[config.mk]
export PLATFORM = sky130hd
export DESIGN_NAME = duobin_bmu
export DESIGN_NICKNAME = d
export VERILOG_FILES = /design/src/rtl/duobin_bmu_pkg.sv /design/src/rtl/bmu_raw_stage.sv /design/src/rtl/bmu_norm_stage.sv /design/src/rtl/bmu_fanout.sv /design/src/rtl/duobin_bmu.sv
export SDC_FILE = /design/constraint.sdc
export NUM_CORES = 1
export LEC_CHECK = 0
export ABC_AREA = 1
export CAP_MARGIN = 20
export CELL_PAD_IN_SITES_DETAIL_PLACEMENT = 0
export CELL_PAD_IN_SITES_GLOBAL_PLACEMENT = 2
export CORE_MARGIN = 4
export CORE_UTILIZATION = 37
export DETAILED_ROUTE_END_ITERATION = 10
export PLACE_DENSITY = 0.82
export RECOVER_POWER = 25
export SLEW_MARGIN = 5
export SYNTH_ARGS = -nofsm -noshare
export SYNTH_HDL_FRONTEND = slang
export SYNTH_HIERARCHICAL = 1
export SYNTH_SLANG_ARGS = --single-unit
[constraint.sdc]
create_clock -name clk -period 27.4 [get_ports clk]
set_input_delay 5.48 -clock clk [delete_from_list [all_inputs] [get_ports clk]]
set_output_delay 5.48 -clock clk [all_outputs]
set_load 0.05 [all_outputs]
[src/rtl/duobin_bmu_pkg.sv]
package duobin_bmu_pkg;

  localparam int unsigned NUM_MET  = 16;
  localparam int unsigned HYP_BITS = 4;

  // position of each hypothesised bit inside the metric index
  typedef enum int unsigned {
    POS_W = 0,
    POS_Y = 1,
    POS_B = 2,
    POS_A = 3
  } hyp_pos_e;

  // sign-magnitude code of width w to signed integer
  function automatic int sm_decode(input logic [31:0] code, input int unsigned w);
    int mag;
    mag = int'(code & ((32'd1 << (w - 1)) - 32'd1));
    return code[w-1] ? -mag : mag;
  endfunction

  // two's complement value of width w to signed integer
  function automatic int tc_extend(input logic [31:0] v, input int unsigned w);
    logic [31:0] mask;
    mask = (32'd1 << w) - 32'd1;
    return v[w-1] ? int'(v | ~mask) : int'(v & mask);
  endfunction

  // correlation contribution of one soft value under a bit hypothesis
  function automatic int corr_term(input int s, input logic hyp);
    return hyp ? -s : s;
  endfunction

endpackage

[src/rtl/bmu_raw_stage.sv]
module bmu_raw_stage
  import duobin_bmu_pkg::*;
#(
  parameter int unsigned SOFT_W = 5,
  parameter int unsigned APR_W  = 6,
  parameter int unsigned IDX_W  = 10,
  parameter int unsigned RAW_W  = 9
) (
  input  logic                              clk,
  input  logic                              rst_n,
  input  logic                              in_valid,
  input  logic [IDX_W-1:0]                  in_idx,
  input  logic [SOFT_W-1:0]                 soft_a,
  input  logic [SOFT_W-1:0]                 soft_b,
  input  logic [SOFT_W-1:0]                 soft_y,
  input  logic [SOFT_W-1:0]                 soft_w,
  input  logic [APR_W-1:0]                  apr_01,
  input  logic [APR_W-1:0]                  apr_10,
  input  logic [APR_W-1:0]                  apr_11,
  output logic                              raw_vld,
  output logic [IDX_W-1:0]                  raw_idx,
  output logic [NUM_MET-1:0][RAW_W-1:0]     raw_q
);

  logic [NUM_MET-1:0][RAW_W-1:0] raw_d;
  int va, vb, vy, vw, p01, p10, p11;

  always_comb begin
    va  = sm_decode(32'(soft_a), SOFT_W);
    vb  = sm_decode(32'(soft_b), SOFT_W);
    vy  = sm_decode(32'(soft_y), SOFT_W);
    vw  = sm_decode(32'(soft_w), SOFT_W);
    p01 = tc_extend(32'(apr_01), APR_W);
    p10 = tc_extend(32'(apr_10), APR_W);
    p11 = tc_extend(32'(apr_11), APR_W);
  end

  for (genvar m = 0; m < NUM_MET; m++) begin : g_met
    localparam logic    HA  = 1'((m >> POS_A) & 1);
    localparam logic    HB  = 1'((m >> POS_B) & 1);
    localparam logic    HY  = 1'((m >> POS_Y) & 1);
    localparam logic    HW  = 1'((m >> POS_W) & 1);
    localparam int      SYM = m >> POS_B;
    always_comb begin : c_sum
      int acc;
      acc = corr_term(va, HA) + corr_term(vb, HB)
          + corr_term(vy, HY) + corr_term(vw, HW);
      case (SYM)
        1:       acc = acc + p01;
        2:       acc = acc + p10;
        3:       acc = acc + p11;
        default: acc = acc;
      endcase
      raw_d[m] = RAW_W'(acc);
    end
  end

  always_ff @(posedge clk) begin
    if (!rst_n) begin
      raw_vld <= 1'b0;
      raw_idx <= '0;
      raw_q   <= '0;
    end else begin
      raw_vld <= in_valid;
      if (in_valid) begin
        raw_idx <= in_idx;
        raw_q   <= raw_d;
      end
    end
  end

endmodule

[src/rtl/bmu_norm_stage.sv]
module bmu_norm_stage
  import duobin_bmu_pkg::*;
#(
  parameter int unsigned RAW_W = 9,
  parameter int unsigned OUT_W = 8
) (
  input  logic [NUM_MET-1:0][RAW_W-1:0] raw_in,
  output logic [NUM_MET-1:0][OUT_W-1:0] met_out
);

  localparam int OUT_MAX = (1 << OUT_W) - 1;

  int raw_min;

  always_comb begin
    raw_min = tc_extend(32'(raw_in[0]), RAW_W);
    for (int k = 1; k < NUM_MET; k++) begin
      if (tc_extend(32'(raw_in[k]), RAW_W) < raw_min)
        raw_min = tc_extend(32'(raw_in[k]), RAW_W);
    end
  end

  for (genvar k = 0; k < NUM_MET; k++) begin : g_sub
    always_comb begin : c_sub
      int d;
      d = tc_extend(32'(raw_in[k]), RAW_W) - raw_min;
      met_out[k] = (d > OUT_MAX) ? OUT_W'(OUT_MAX) : OUT_W'(d);
    end
  end

endmodule

[src/rtl/bmu_fanout.sv]
module bmu_fanout
  import duobin_bmu_pkg::*;
#(
  parameter int unsigned OUT_W = 8,
  parameter int unsigned IDX_W = 10
) (
  input  logic                          clk,
  input  logic                          rst_n,
  input  logic                          set_vld,
  input  logic [IDX_W-1:0]              set_idx,
  input  logic [NUM_MET-1:0][OUT_W-1:0] set_met,
  output logic                          st_we,
  output logic [IDX_W-1:0]              st_addr,
  output logic                          upd_vld,
  output logic                          pro_vld,
  output logic [NUM_MET*OUT_W-1:0]      bm_set
);

  // one strobe flop per consumer, shared data register
  always_ff @(posedge clk) begin
    if (!rst_n) begin
      st_we   <= 1'b0;
      upd_vld <= 1'b0;
      pro_vld <= 1'b0;
      st_addr <= '0;
      bm_set  <= '0;
    end else begin
      st_we   <= set_vld;
      upd_vld <= set_vld;
      pro_vld <= set_vld;
      if (set_vld) begin
        st_addr <= set_idx;
        bm_set  <= set_met;
      end
    end
  end

endmodule

[src/rtl/duobin_bmu.sv]
module duobin_bmu
  import duobin_bmu_pkg::*;
#(
  parameter int unsigned SOFT_W = 5,
  parameter int unsigned APR_W  = 6,
  parameter int unsigned OUT_W  = 8,
  parameter int unsigned IDX_W  = 10
) (
  input  logic                         clk,
  input  logic                         rst_n,
  input  logic                         in_valid,
  input  logic [IDX_W-1:0]             in_idx,
  input  logic [SOFT_W-1:0]            soft_a,
  input  logic [SOFT_W-1:0]            soft_b,
  input  logic [SOFT_W-1:0]            soft_y,
  input  logic [SOFT_W-1:0]            soft_w,
  input  logic [APR_W-1:0]             apr_01,
  input  logic [APR_W-1:0]             apr_10,
  input  logic [APR_W-1:0]             apr_11,
  output logic                         st_we,
  output logic [IDX_W-1:0]             st_addr,
  output logic                         upd_vld,
  output logic                         pro_vld,
  output logic [NUM_MET*OUT_W-1:0]     bm_set
);

  // widest raw sum: four full-scale soft values plus the largest a priori magnitude
  localparam int unsigned RAW_SPAN = HYP_BITS * (1 << (SOFT_W - 1)) + (1 << (APR_W - 1));
  localparam int unsigned RAW_W    = $clog2(RAW_SPAN) + 2;

  logic                          raw_vld;
  logic [IDX_W-1:0]              raw_idx;
  logic [NUM_MET-1:0][RAW_W-1:0] raw_q;
  logic [NUM_MET-1:0][OUT_W-1:0] norm_met;

  bmu_raw_stage #(
    .SOFT_W (SOFT_W),
    .APR_W  (APR_W),
    .IDX_W  (IDX_W),
    .RAW_W  (RAW_W)
  ) u_raw (
    .clk      (clk),
    .rst_n    (rst_n),
    .in_valid (in_valid),
    .in_idx   (in_idx),
    .soft_a   (soft_a),
    .soft_b   (soft_b),
    .soft_y   (soft_y),
    .soft_w   (soft_w),
    .apr_01   (apr_01),
    .apr_10   (apr_10),
    .apr_11   (apr_11),
    .raw_vld  (raw_vld),
    .raw_idx  (raw_idx),
    .raw_q    (raw_q)
  );

  bmu_norm_stage #(
    .RAW_W (RAW_W),
    .OUT_W (OUT_W)
  ) u_norm (
    .raw_in  (raw_q),
    .met_out (norm_met)
  );

  bmu_fanout #(
    .OUT_W (OUT_W),
    .IDX_W (IDX_W)
  ) u_fan (
    .clk     (clk),
    .rst_n   (rst_n),
    .set_vld (raw_vld),
    .set_idx (raw_idx),
    .set_met (norm_met),
    .st_we   (st_we),
    .st_addr (st_addr),
    .upd_vld (upd_vld),
    .pro_vld (pro_vld),
    .bm_set  (bm_set)
  );

endmodule

==> results.txt <==
drt via density = 4.90
Crit path top cell by count = nand2_1
largest net degree at the start of global routing = 110
fmax = 0.0405 GHz
top cell family by delay on the critical path = compound AO/OA/AOI/OAI gates
Final nets = 6501
post-route insts no fill = 7002
RSZ-0062 raised after global routing = false
Fin. Hold Viols = 0
critical path startpoint category = register
Max Slew Vio Count = 203
wirelength, routed = 121000 µm
Worst Path Required = 27860 ps
Synth Area in Simple Gates = 22.6%
CP bufs+invs = 20
vias in the first global route = 32500
gr usage total = 21.3%
placed cell count = 6934
detailed placer's ending HPWL = 96300 µm
Mapped Cells = 5450
Synth cell types = 54
GRT overflow = 0
violated checks = capacitance limit, slew limit
Port Buf Inserts = 191
site row count = 118
hold_buf cts = 0
commonest non-fill, non-tap cell in the layout = nand2_1
CTS clk-pin slew, worst paths = 60 ps
critical path fanouts, max = 15
Num CTS Buffers = 40
CP max-delay cell = nand2_1
clk_skew = 20.9 ps
IO Pins = 192
core area = 104000 µm²
Tightest Hold Check Type = reg -> reg
global-route wire length before repair = 188000 µm
Synth Area in Compound Gates = 12.3%
Synth Area per Inst = 7.17 µm²
Yosys warnings = 6
clock sinks = 282
max cap viols = 2
Routed WL per cell = 17.3 µm
main combinational cell family by area after synthesis = adder cells
Post-Route Setup TNS = 0 ps
die area = 111000 µm²
Final period util = 90.0%
Post-Synth Adder-Cell Area = 34.2%
min Tclk post-route = 24670 ps
Skew-Pair Late Insertion Delay = 580 ps
#FFs+latches synth = 282
root buf cell = clkbuf_16
critical path class = reg -> reg
area grow syn2layout = 11.4%
# DRC = 0
Slew @ Worst Pin = 5330 ps
1st-iter DRT viols = 2264
worst stage delay on the critical path = 590 ps
sequential share of the synthesized area = 14.5%
die extent in x = 333 µm
crit path capture type = register
Clock Path Buffers = 3
Detail Route Antenna Nets = 0
TritonCTS clock tree = done
mux contribution to synthesized area = 0%
Vias = 34300
layout cells sized above 1 = 2.78%
Die Y-Extent = 333 µm
critical path arrival = 25130 ps
most frequent cells in the layout = nand2_1, inv_1, nor2_1
GP Congestion = 0.898
Starting Density = 37.5%
H-tree Lvls = 2
initial antenna violation count = 2
Final setup viols = 0
Slew HR = -255%
status = finished, violations left
Synth Area in XOR/XNOR = 5.74%
Synth Cell Area = 39100 µm²
syn nets = 6355
Pre-Repair DR Iteration Count = 6
Fin Hold WS = 466 ps
-- worst register-to-register path, delay by kind of cell (launching register included) --
family,cells,cell delay (ps)
AO/OA/AOI/OAI,43,9910
flip-flops,1,550
AND/OR/NAND/NOR,52,5170
buffers and inverters,20,3300
adder cells (fa/ha/maj),17,5630
-- cells in the mapped netlist, drive strengths merged --
| master | instances | share of area [%] |
|---|---|---|
| nand2 | 1117 | 11 |
| inv | 896 | 8.6 |
| nor2 | 668 | 6.4 |
| ha | 498 | 16 |
| a21oi | 389 | 5.0 |
| fa | 356 | 18 |
| o21ai | 347 | 4.4 |
| dfxtp | 282 | 14 |
| nand3 | 226 | 3.0 |
| xor2 | 178 | 4.0 |
| xnor2 | 78 | 1.7 |
| buf | 68 | 1.4 |
| clkbuf | 62 | 0.62 |
| nand4 | 48 | 0.77 |
| nor3 | 35 | 0.45 |
| nor4 | 24 | 0.38 |
| a211oi | 20 | 0.38 |
| o221ai | 19 | 0.43 |
| o21bai | 18 | 0.35 |
| a31oi | 15 | 0.24 |
| nand3b | 15 | 0.30 |
| o211a | 13 | 0.33 |
| o21a | 11 | 0.21 |
| o2111ai | 10 | 0.22 |
| o211ai | 9 | 0.17 |
| or4 | 8 | 0.15 |
| and2 | 7 | 0.11 |
| a21o | 6 | 0.12 |
| a221o | 5 | 0.13 |
| or2 | 5 | 0.080 |
| a21boi | 3 | 0.058 |
| o41ai | 3 | 0.067 |
| a2111oi | 2 | 0.045 |
| clkinv | 2 | 0.019 |
| nor4b | 2 | 0.045 |
| o31ai | 2 | 0.038 |
| a31o | 1 | 0.022 |
| a41o | 1 | 0.026 |
| o22ai | 1 | 0.016 |
-- layout make-up --
cell class / instances / area, µm²
antenna: 2 / 5.00
clock buffer: 50 / 1120
clock inverter: 16 / 155
fill: 11100 / 60700
inverter: 898 / 3380
multi-input combinational: 4140 / 29300
sequential: 282 / 5650
tap: 1380 / 1730
timing repair buffer: 234 / 2220
-- flip-flops by register name (all words and copies together), names as in the netlist --
| name | flops |
|---|---|
| u_raw/raw_idx | 10 |
| u_fan/pro_vld | 1 |
| u_fan/st_addr | 10 |
| u_raw/raw_q | 132 |
| u_raw/raw_vld | 1 |
| u_fan/bm_set | 128 |
-- timing repair --
item,4_1_cts,5_1_grt
setup buffers,0,0
endpoints found under the setup margin,0,37
resized for setup,0,2
-- kinds of logic after synthesis --
logic type / after synthesis
fa+ha+maj: 854
xor+xnor: 256
compound gates: 875
flops: 282
buf+inv: 1028
simple gates: 2155
-- per-layer routing --
layer	vias to the layer above	routed length, µm	part of all wire [%]	track usage (%)
li1	17500	-	-	-
met1	16100	60500	50	31.7
met2	639	52400	43	33.3
met3	90	5740	4.7	2.58
met4	0	2390	2.0	4.34
met5	-	0	0	0
-- stage by stage --
| stage | cell area, µm² | worst slack (ps) | utilization, % |
|---|---|---|---|
| 2_1_floorplan | 39100 | 4610 | - |
| 3_3_place_gp | 42300 | 2910 | 40.5 |
| 3_5_place_dp | 42300 | 2720 | 40.5 |
| 4_1_cts | 43500 | 2660 | 41.8 |
| 5_1_grt | 43500 | 156 | 41.7 |
| 6_report | 43500 | 2730 | 41.8 |
-- path summary, 6_finish.rpt --
check	from	to	slack, ps	depth (start not counted)
worst min register to register	u_fan/bm_set[15]$_SDFFE_PN0P_	u_fan/bm_set[15]$_SDFFE_PN0P_	470	2
worst min-delay path	u_fan/bm_set[15]$_SDFFE_PN0P_	u_fan/bm_set[15]$_SDFFE_PN0P_	470	2
worst max-delay path	u_raw/raw_q[8]$_SDFFE_PN0P_	u_fan/bm_set[38]$_SDFFE_PN0P_	2730	132
worst max register to register	u_raw/raw_q[8]$_SDFFE_PN0P_	u_fan/bm_set[38]$_SDFFE_PN0P_	2730	132
Power is left out: the tool's default activity adds up to more than one toggle a clock period on the data nets, which glitch-free logic cannot reach.
